**config.mk**
```make
export PLATFORM = sky130hd
export DESIGN_NAME = prog_interval_counter
export DESIGN_NICKNAME = d
export VERILOG_FILES = /design/src/rtl/prog_interval_counter.sv
export SDC_FILE = /design/constraint.sdc
export NUM_CORES = 1
export LEC_CHECK = 0
export BUFFER_PORTS_ARGS = -buffer_cell sky130_fd_sc_hd__buf_2
export CAP_MARGIN = 40
export CELL_PAD_IN_SITES_DETAIL_PLACEMENT = 1
export CELL_PAD_IN_SITES_GLOBAL_PLACEMENT = 1
export CORE_AREA = 5 5 128 130
export DETAILED_ROUTE_END_ITERATION = 8
export DIE_AREA = 0 0 133 135
export PLACE_DENSITY_LB_ADDON = 0.1
export SETUP_SLACK_MARGIN = 0.3
export SLEW_MARGIN = 20
export SYNTH_ARGS = -nofsm -noshare
export SYNTH_HDL_FRONTEND = slang
export SYNTH_SLANG_ARGS = --single-unit
```
**constraint.sdc**
```tcl
create_clock -name clk -period 5.2 [get_ports clk]
set_input_delay 1.04 -clock clk [delete_from_list [all_inputs] [get_ports clk]]
set_output_delay 1.04 -clock clk [all_outputs]
set_load 0.03 [all_outputs]
```
**src/rtl/prog_interval_counter.sv**
```systemverilog
module prog_interval_counter #(
  parameter int W = 16
) (
  input  logic         clk,
  input  logic         rst_n,
  input  logic         tick,
  input  logic         load,
  input  logic [W-1:0] load_val,
  input  logic [2:0]   mode,
  input  logic         gate,
  output logic [W-1:0] count,
  output logic         out
);
  localparam int PW = W + 1;
  localparam logic [PW-1:0] FULL = {1'b1, {W{1'b0}}};
  localparam logic [PW-1:0] ONE  = PW'(1);
  localparam logic [PW-1:0] TWO  = PW'(2);

  logic [2:0]    md_q;
  logic [PW-1:0] n_q, c_q, ph_q, c_nx, ph_nx, c_m3;
  logic          valid_q, started_q, gate_q;

  wire [2:0]    md_in    = (mode[2] & mode[1]) ? {1'b0, mode[1:0]} : mode;
  wire [PW-1:0] n_in     = (load_val == '0) ? FULL : {1'b0, load_val};
  wire          periodic = (md_q == 3'd2) || (md_q == 3'd3);
  wire          free_run = (md_q == 3'd1) || (md_q == 3'd5);
  wire          retrig   = free_run || periodic;
  wire          restart  = valid_q & gate & ~gate_q & retrig;
  wire          step     = valid_q & tick & ~load & ~restart & (gate | free_run);
  wire [PW-1:0] ph_inc   = ph_q + ONE;
  wire [PW-1:0] half     = (n_q + ONE) >> 1;

  assign c_m3 = (c_q > TWO) ? c_q - TWO : c_q + n_q - TWO;

  always_comb begin
    case (md_q)
      3'd2:    c_nx = (c_q == ONE) ? n_q : c_q - ONE;
      3'd3:    c_nx = (c_m3 == '0) ? n_q : c_m3;
      default: c_nx = {1'b0, c_q[W-1:0] - W'(1)};
    endcase
    if (periodic) ph_nx = (ph_inc == n_q) ? '0 : ph_inc;
    else          ph_nx = (ph_q <= n_q) ? ph_inc : ph_q;
  end

  always_ff @(posedge clk) begin
    if (!rst_n) begin
      md_q <= '0; n_q <= '0; c_q <= '0; ph_q <= '0;
      valid_q <= 1'b0; started_q <= 1'b0; gate_q <= 1'b0;
    end else begin
      gate_q <= gate;
      if (load) begin
        md_q <= md_in; n_q <= n_in; c_q <= n_in; ph_q <= '0;
        valid_q <= 1'b1; started_q <= 1'b0;
      end else if (restart) begin
        c_q <= n_q; ph_q <= '0; started_q <= 1'b0;
      end else if (step) begin
        c_q <= c_nx; ph_q <= ph_nx; started_q <= 1'b1;
      end
    end
  end

  logic out_m;
  always_comb begin
    case (md_q)
      3'd0, 3'd1: out_m = ph_q >= n_q;
      3'd2:       out_m = ~(started_q && ph_q == '0);
      3'd3:       out_m = ph_q < half;
      3'd4, 3'd5: out_m = ph_q == n_q;
      default:    out_m = 1'b0;
    endcase
  end

  assign count = c_q[W-1:0];
  assign out   = valid_q & out_m;

  AST_LOAD_TAKES: assert property (@(posedge clk) disable iff (!rst_n)
    load |=> count == $past(load_val));
  AST_M0_STICKY: assert property (@(posedge clk) disable iff (!rst_n)
    (valid_q && md_q == 3'd0 && out && !load) |=> out);
  AST_GATE_PAUSE: assert property (@(posedge clk) disable iff (!rst_n)
    (valid_q && !load && !gate && (md_q == 3'd0 || md_q == 3'd4)) |=> $stable(count));
  AST_IDLE_HOLD: assert property (@(posedge clk) disable iff (!rst_n)
    (!tick && !load && !restart) |=> ($stable(count) && $stable(out)));
  AST_STROBE_ONE: assert property (@(posedge clk) disable iff (!rst_n)
    (valid_q && (md_q == 3'd4 || md_q == 3'd5) && out && step) |=> !out);
  AST_M2_RELOAD: assert property (@(posedge clk) disable iff (!rst_n)
    (valid_q && md_q == 3'd2 && step && count == W'(1)) |=> count == $past(n_q[W-1:0]));
endmodule

```
-- Word-level counts from Yosys, hierarchy flattened
Cells that the tools add are included.
Widths: inputs -> output; s select.
- register bits: 57
- input port bits: 24
- output and inout port bits: 17
- logic and storage cells: 68
- add/subtract/negate cells: 7
- order comparisons: 4
- equal/unequal tests: 8
- multiplexer cells: 13
- bitwise logic cells: 15
- reduce and logical (&&, ||, !) cells: 14
- operator list (kind ; number):
    $mux 17 ; 10
    $add 17x1->17 const B ; 2
    $eq 17x17->1 ; 2
    $logic_not 17->1 ; 2
    $pmux 17 s2 ; 1
    $sub 17x2->17 const B ; 2
    $add 17x17->17 ; 1
    $eq 17x1->1 const B ; 1
    $ge 17x17->1 ; 1
    $gt 17x2->1 const B ; 1
    $le 17x17->1 ; 1
    $lt 17x16->1 ; 1
    $sub 17x1->17 const B ; 1
    $logic_not 16->1 ; 1
    $sub 16x1->16 const B ; 1
    $and 1x1->1 ; 9
    $eq 3x2->1 const B ; 2
    $eq 3x3->1 const B ; 2
    $not 1->1 ; 5
    $pmux 1 s4 ; 1
    $reduce_or 2->1 ; 2
    $eq 3x1->1 const B ; 1
    $logic_not 3->1 ; 1
    $logic_or 1x1->1 ; 3
    7 further kinds ; 7

-- Logic depth before layout (Yosys ltp)
- word-level depth: 10
- depth in mapped cells: 18
- mapped depth without buffers: 16

-- Worst setup path after synthesis
Ideal clock, no wire load.
- kind: register -> output
- start: register n_q[2]
- end: output port out
- data arrival time: 3160 ps
- setup slack: 1000 ps
- stages on the path, launching flop included: 15
- path buffers: 1
- cell sequence: dfxtp_1 > clkbuf_1 > inv_1 > nor3_1 > and3_1 > nand3_1 > nor2_1 > nand4_1 > xnor2_1 > ha_1 > a21o_1 > a21o_1 > a221o_1 > o211ai_1 > a22o_1
- longest elaborated chain between the ends: 4
- elaborated cells between the ends (all ways): 6
- classes of those cells: add/sub: 1; order compare: 2; eq/ne: 1; mux: 1; bitwise: 1
- ends and longest elaborated chain (what ; line ; text):
    from (decl) ; 20 ; logic [PW-1:0] n_q, c_q, ph_q, c_nx, ph_nx, c_m3;
    from (signal assigned) ; 47 ; md_q <= '0; n_q <= '0; c_q <= '0; ph_q <= '0;
    from (signal assigned) ; 52 ; md_q <= md_in; n_q <= n_in; c_q <= n_in; ph_q <= '0;
    $add 17x1->17 ; 31 ; wire [PW-1:0] half = (n_q + ONE) >> 1;
    $lt 17x16->1 ; 67 ; 3'd3: out_m = ph_q < half;
    $pmux 1 s4 * ; 64 ; case (md_q)
    $and 1x1->1 * ; 74 ; assign out = valid_q & out_m;
    to (decl) ; 12 ; output logic out
Every way passes the cells marked *; elsewhere a longest branch is shown, timed or not.

-- Worst setup path in the final report
- start: register n_q[3]
- end: output port out
Same word-level chain as after synthesis.

==> qor.csv <==
stage;metric;value;unit
global_route;gr usage total;29.1;%
route;mean number of vias per cell;6.46;
sta;RSZ-0062 raised after global routing;yes;
finish;layout cells sized above 1;9.45;%
route;Detail Route Antenna Nets;0;
route;drt pass-1 iters;5;
worst_setup_path;Setup crit start;n_q[3];
worst_setup_path;crit path DAT;3750;ps
synthesis;Yosys warnings;0;
worst_setup_path;Worst setup SP type;register;
finish;P&R area growth vs syn;8.30;%
floorplanning;io pins;41;
sta;Post-Route Setup TNS;0;ps
power;internal power;1.13;mW
power;Clock power frac;30.3;%
clocking;worst skew pair latency;330;ps
power;combinational share of power;42.8;%
min_path;Hold Path Class;register to register;
place;Port Buf Inserts;40;
clocking;Clk Tree Root Cell;clkbuf_16;
clocking;Max Buffers Root-to-Sink;2;
clocking;TritonCTS clock tree;done;
global_route;initial antenna violation count;0;
clocking;Reg clk slew, reported paths;50;ps
synthesis;Mean Syn Cell Area;7.32;µm²
power;PwrDens;263;nW/µm²
place;hpwl dp;20600;µm
route;Starting DRT DRC Count;580;
route;routed length per instance;23.8;µm
clocking;total CTS buffers;9;
clocking;htree depth;3;
floorplanning;Starting Density;45.0;%
sta;Max Fclk;0.209;GHz
power;sw frac;41.4;%
synthesis;sequential area share after synthesis;16.9;%
synthesis;Post-Syn Instances;924;
min_path;HP Start;started_q;
power;total leakage power;3.00;nW
floorplanning;Die Footprint;18000;µm²
finish;Design Area, Final;7330;µm²
route;vias after detailed routing;7230;
clocking;Post-CTS Setup Bufs;0;
route;# DRC;0;
sta;clock skew;6.34;ps
global_route;pin count of the biggest net entering global routing;45;
floorplanning;area of the core;15000;µm²
power;NetSw;796;µW
floorplanning;Rows;45;
synthesis;most common flop cell mapped by yosys;dfxtp_1;
clocking;clock tree sinks;57;
synthesis;register bit total from synthesis;57;
worst_setup_path;required time of the critical path;4160;ps
global_route;first-pass GRT wire length;41300;µm
sta;Final Cycle Share;92.2;%
floorplanning;Die Y;135;µm
job;Max-cap violations;0;
sta;final setup violation count;0;
synthesis;syn nets;1020;
clocking;CTS Hold Bufs;0;
place;Area after DPL;7010;µm²
worst_setup_path;R2R Path Start;c_q[2];
sta;crit path time final;4790;ps
finish;ant diodes;0;
worst_setup_path;critical path class;register to primary output;
global_route;vias in the first global route;7167;
synthesis;Syn Std Cell Area;6770;µm²
power;peak supply drop;0.166;mV
sta;slew margin rel.;43.3;%
finish;fill cell count;1920;
route;DRT Wirelength;26600;µm
synthesis;Post-synth EDFFs;0;
sta;Slew Viols, Final;0;
synthesis;asr flop ratio synth;0;%
finish;Nets;1023;
worst_setup_path;Crit. End Element;primary output;
status;outcome;finished, final reports clean;
sta;slew at the pin closest to its max-slew limit;842;ps
finish;Multi-input gate area;5060;µm²
worst_setup_path;worst-path fanout max;6;
finish;final core occ;48.8;%
sta;Final Hold Viols;0;
place;routability cong.;0.933;
finish;Reg area;1140;µm²
floorplanning;die width;133;µm
synthesis;Synth cell types;65;
global_route;grt total ovfl;0;
power;Reg power frac;26.9;%
[cell families (layout without fill, tap and decap cells)]
| family | after synthesis | in the layout | share of synthesized area, % |
|---|---|---|---|
| buffers and inverters | 136 | 143 | 8.71 |
| AOI/OAI and AO/OA | 256 | 256 | 24.9 |
| adders and majority gates | 72 | 72 | 13.4 |
| DFF | 57 | 57 | 16.9 |
| muxes | 19 | 19 | 2.81 |
| and+or+nand+nor | 310 | 310 | 23.7 |
| xor gates and xnor gates | 74 | 74 | 9.58 |
[through the flow]
step / cells / power, mW / setup WS, ps / hold WS [ps]
floorplan: 924 / 1.10 / 1000 / 433
global placement: 1101 / 1.30 / 679 / 470
detailed placement: 1103 / 1.33 / 501 / 489
CTS: 1118 / 1.91 / 319 / 497
global route: 1119 / 2.03 / 237 / 513
finish: 1119 / 1.92 / 408 / 498
[state kept, by name, indices dropped and copies added, names as in the netlist]
signal / cells
gate_q: 1
n_q: 17
valid_q: 1
ph_q: 17
started_q: 1
c_q: 17
md_q: 3
[what timing repair did]
item                                    in CTS  in global routing
endpoints found under the setup margin       1                  6
gates resized for setup                      2                  5
endpoints found under the hold margin        0                  0
[synth_stat cells (9+ instances only)]
cell	instances	share of area, %
a21o_1	16	1.8
inv_1	71	3.9
o221ai_1	10	1.3
nand3_1	33	2.4
and2_1	10	0.92
o21ai_0	60	4.4
nor2_1	63	3.5
a22oi_1	10	1.1
nand4_1	21	1.9
a211oi_1	9	1.0
nor2b_1	22	2.0
mux2i_1	19	2.8
nand2_1	66	3.7
o211ai_1	20	2.2
and3_1	12	1.1
nor4_1	17	1.6
nor3_1	26	1.9
ha_1	71	13
dfxtp_1	57	17
clkbuf_1	42	2.3
a21oi_1	56	4.1
or3_1	10	0.92
xnor2_1	59	7.6
buf_4	18	2.0
xor2_1	15	1.9
a31oi_1	15	1.4
o21a_1	12	1.3
[worst max-delay path, cell delays in order, from the launching register on]
cell	delay [ps]
dfxtp_1	450
inv_1	160
nor3_2	260
and3_1	240
nand3_1	180
nor2_4	190
nand4_1	130
xnor2_1	210
ha_1	300
a21o_1	200
a21o_1	170
a221o_1	350
o211ai_1	180
a22o_1	200
buf_2	200
[routing by layer]
metal  global-route usage (%)  routed length, µm  vias up
li1                         -                  -     3350
met1                     40.3              12200     3566
met2                     46.9              12200      279
met3                     4.77               1670       35
met4                     7.79                599        0
met5                        0                  0        -
[layout by cell type, fill, tap and decap left out, types with 12 or more instances in the layout]
master | synthesis | layout
a21o_1 | 16 | 16
a21oi_1 | 56 | 56
a31oi_1 | 15 | 15
and3_1 | 12 | 12
buf_2 | 3 | 42
buf_4 | 18 | 13
dfxtp_1 | 57 | 56
ha_1 | 71 | 71
inv_1 | 71 | 71
mux2i_1 | 19 | 19
nand2_1 | 66 | 66
nand3_1 | 33 | 33
nand4_1 | 21 | 21
nor2_1 | 63 | 62
nor2b_1 | 22 | 22
nor3_1 | 26 | 25
nor4_1 | 17 | 16
o211ai_1 | 20 | 20
o21a_1 | 12 | 12
o21ai_0 | 60 | 60
xnor2_1 | 59 | 59
xor2_1 | 15 | 15
[path summary, 6_finish.rpt]
path / endpoint / slack, ps / cells past startpoint
worst min-delay path: started_q / 500 / 2
worst max register to register: c_q[1] / 580 / 15
worst min register to register: started_q / 500 / 2
worst max-delay path: out / 410 / 14
[layout make-up]
class,count,share of cell area [%]
multi-input cells,731,69.1
clock inverters,2,0.171
repair buffers,56,4.57
inverters,72,3.69
well taps,188,3.21
clock buffers,13,3.69
flip-flops and latches,57,15.6
[power by group through the flow]
stage / clock network (mW) / registers [mW] / logic (mW)
after floorplan: 0 / 0.487 / 0.610
after global placement: 0 / 0.524 / 0.772
after detailed placement: 0 / 0.525 / 0.800
after CTS: 0.587 / 0.516 / 0.810
after global routing: 0.606 / 0.520 / 0.900
final: 0.584 / 0.517 / 0.824
(Power assumes the default switching activity.)
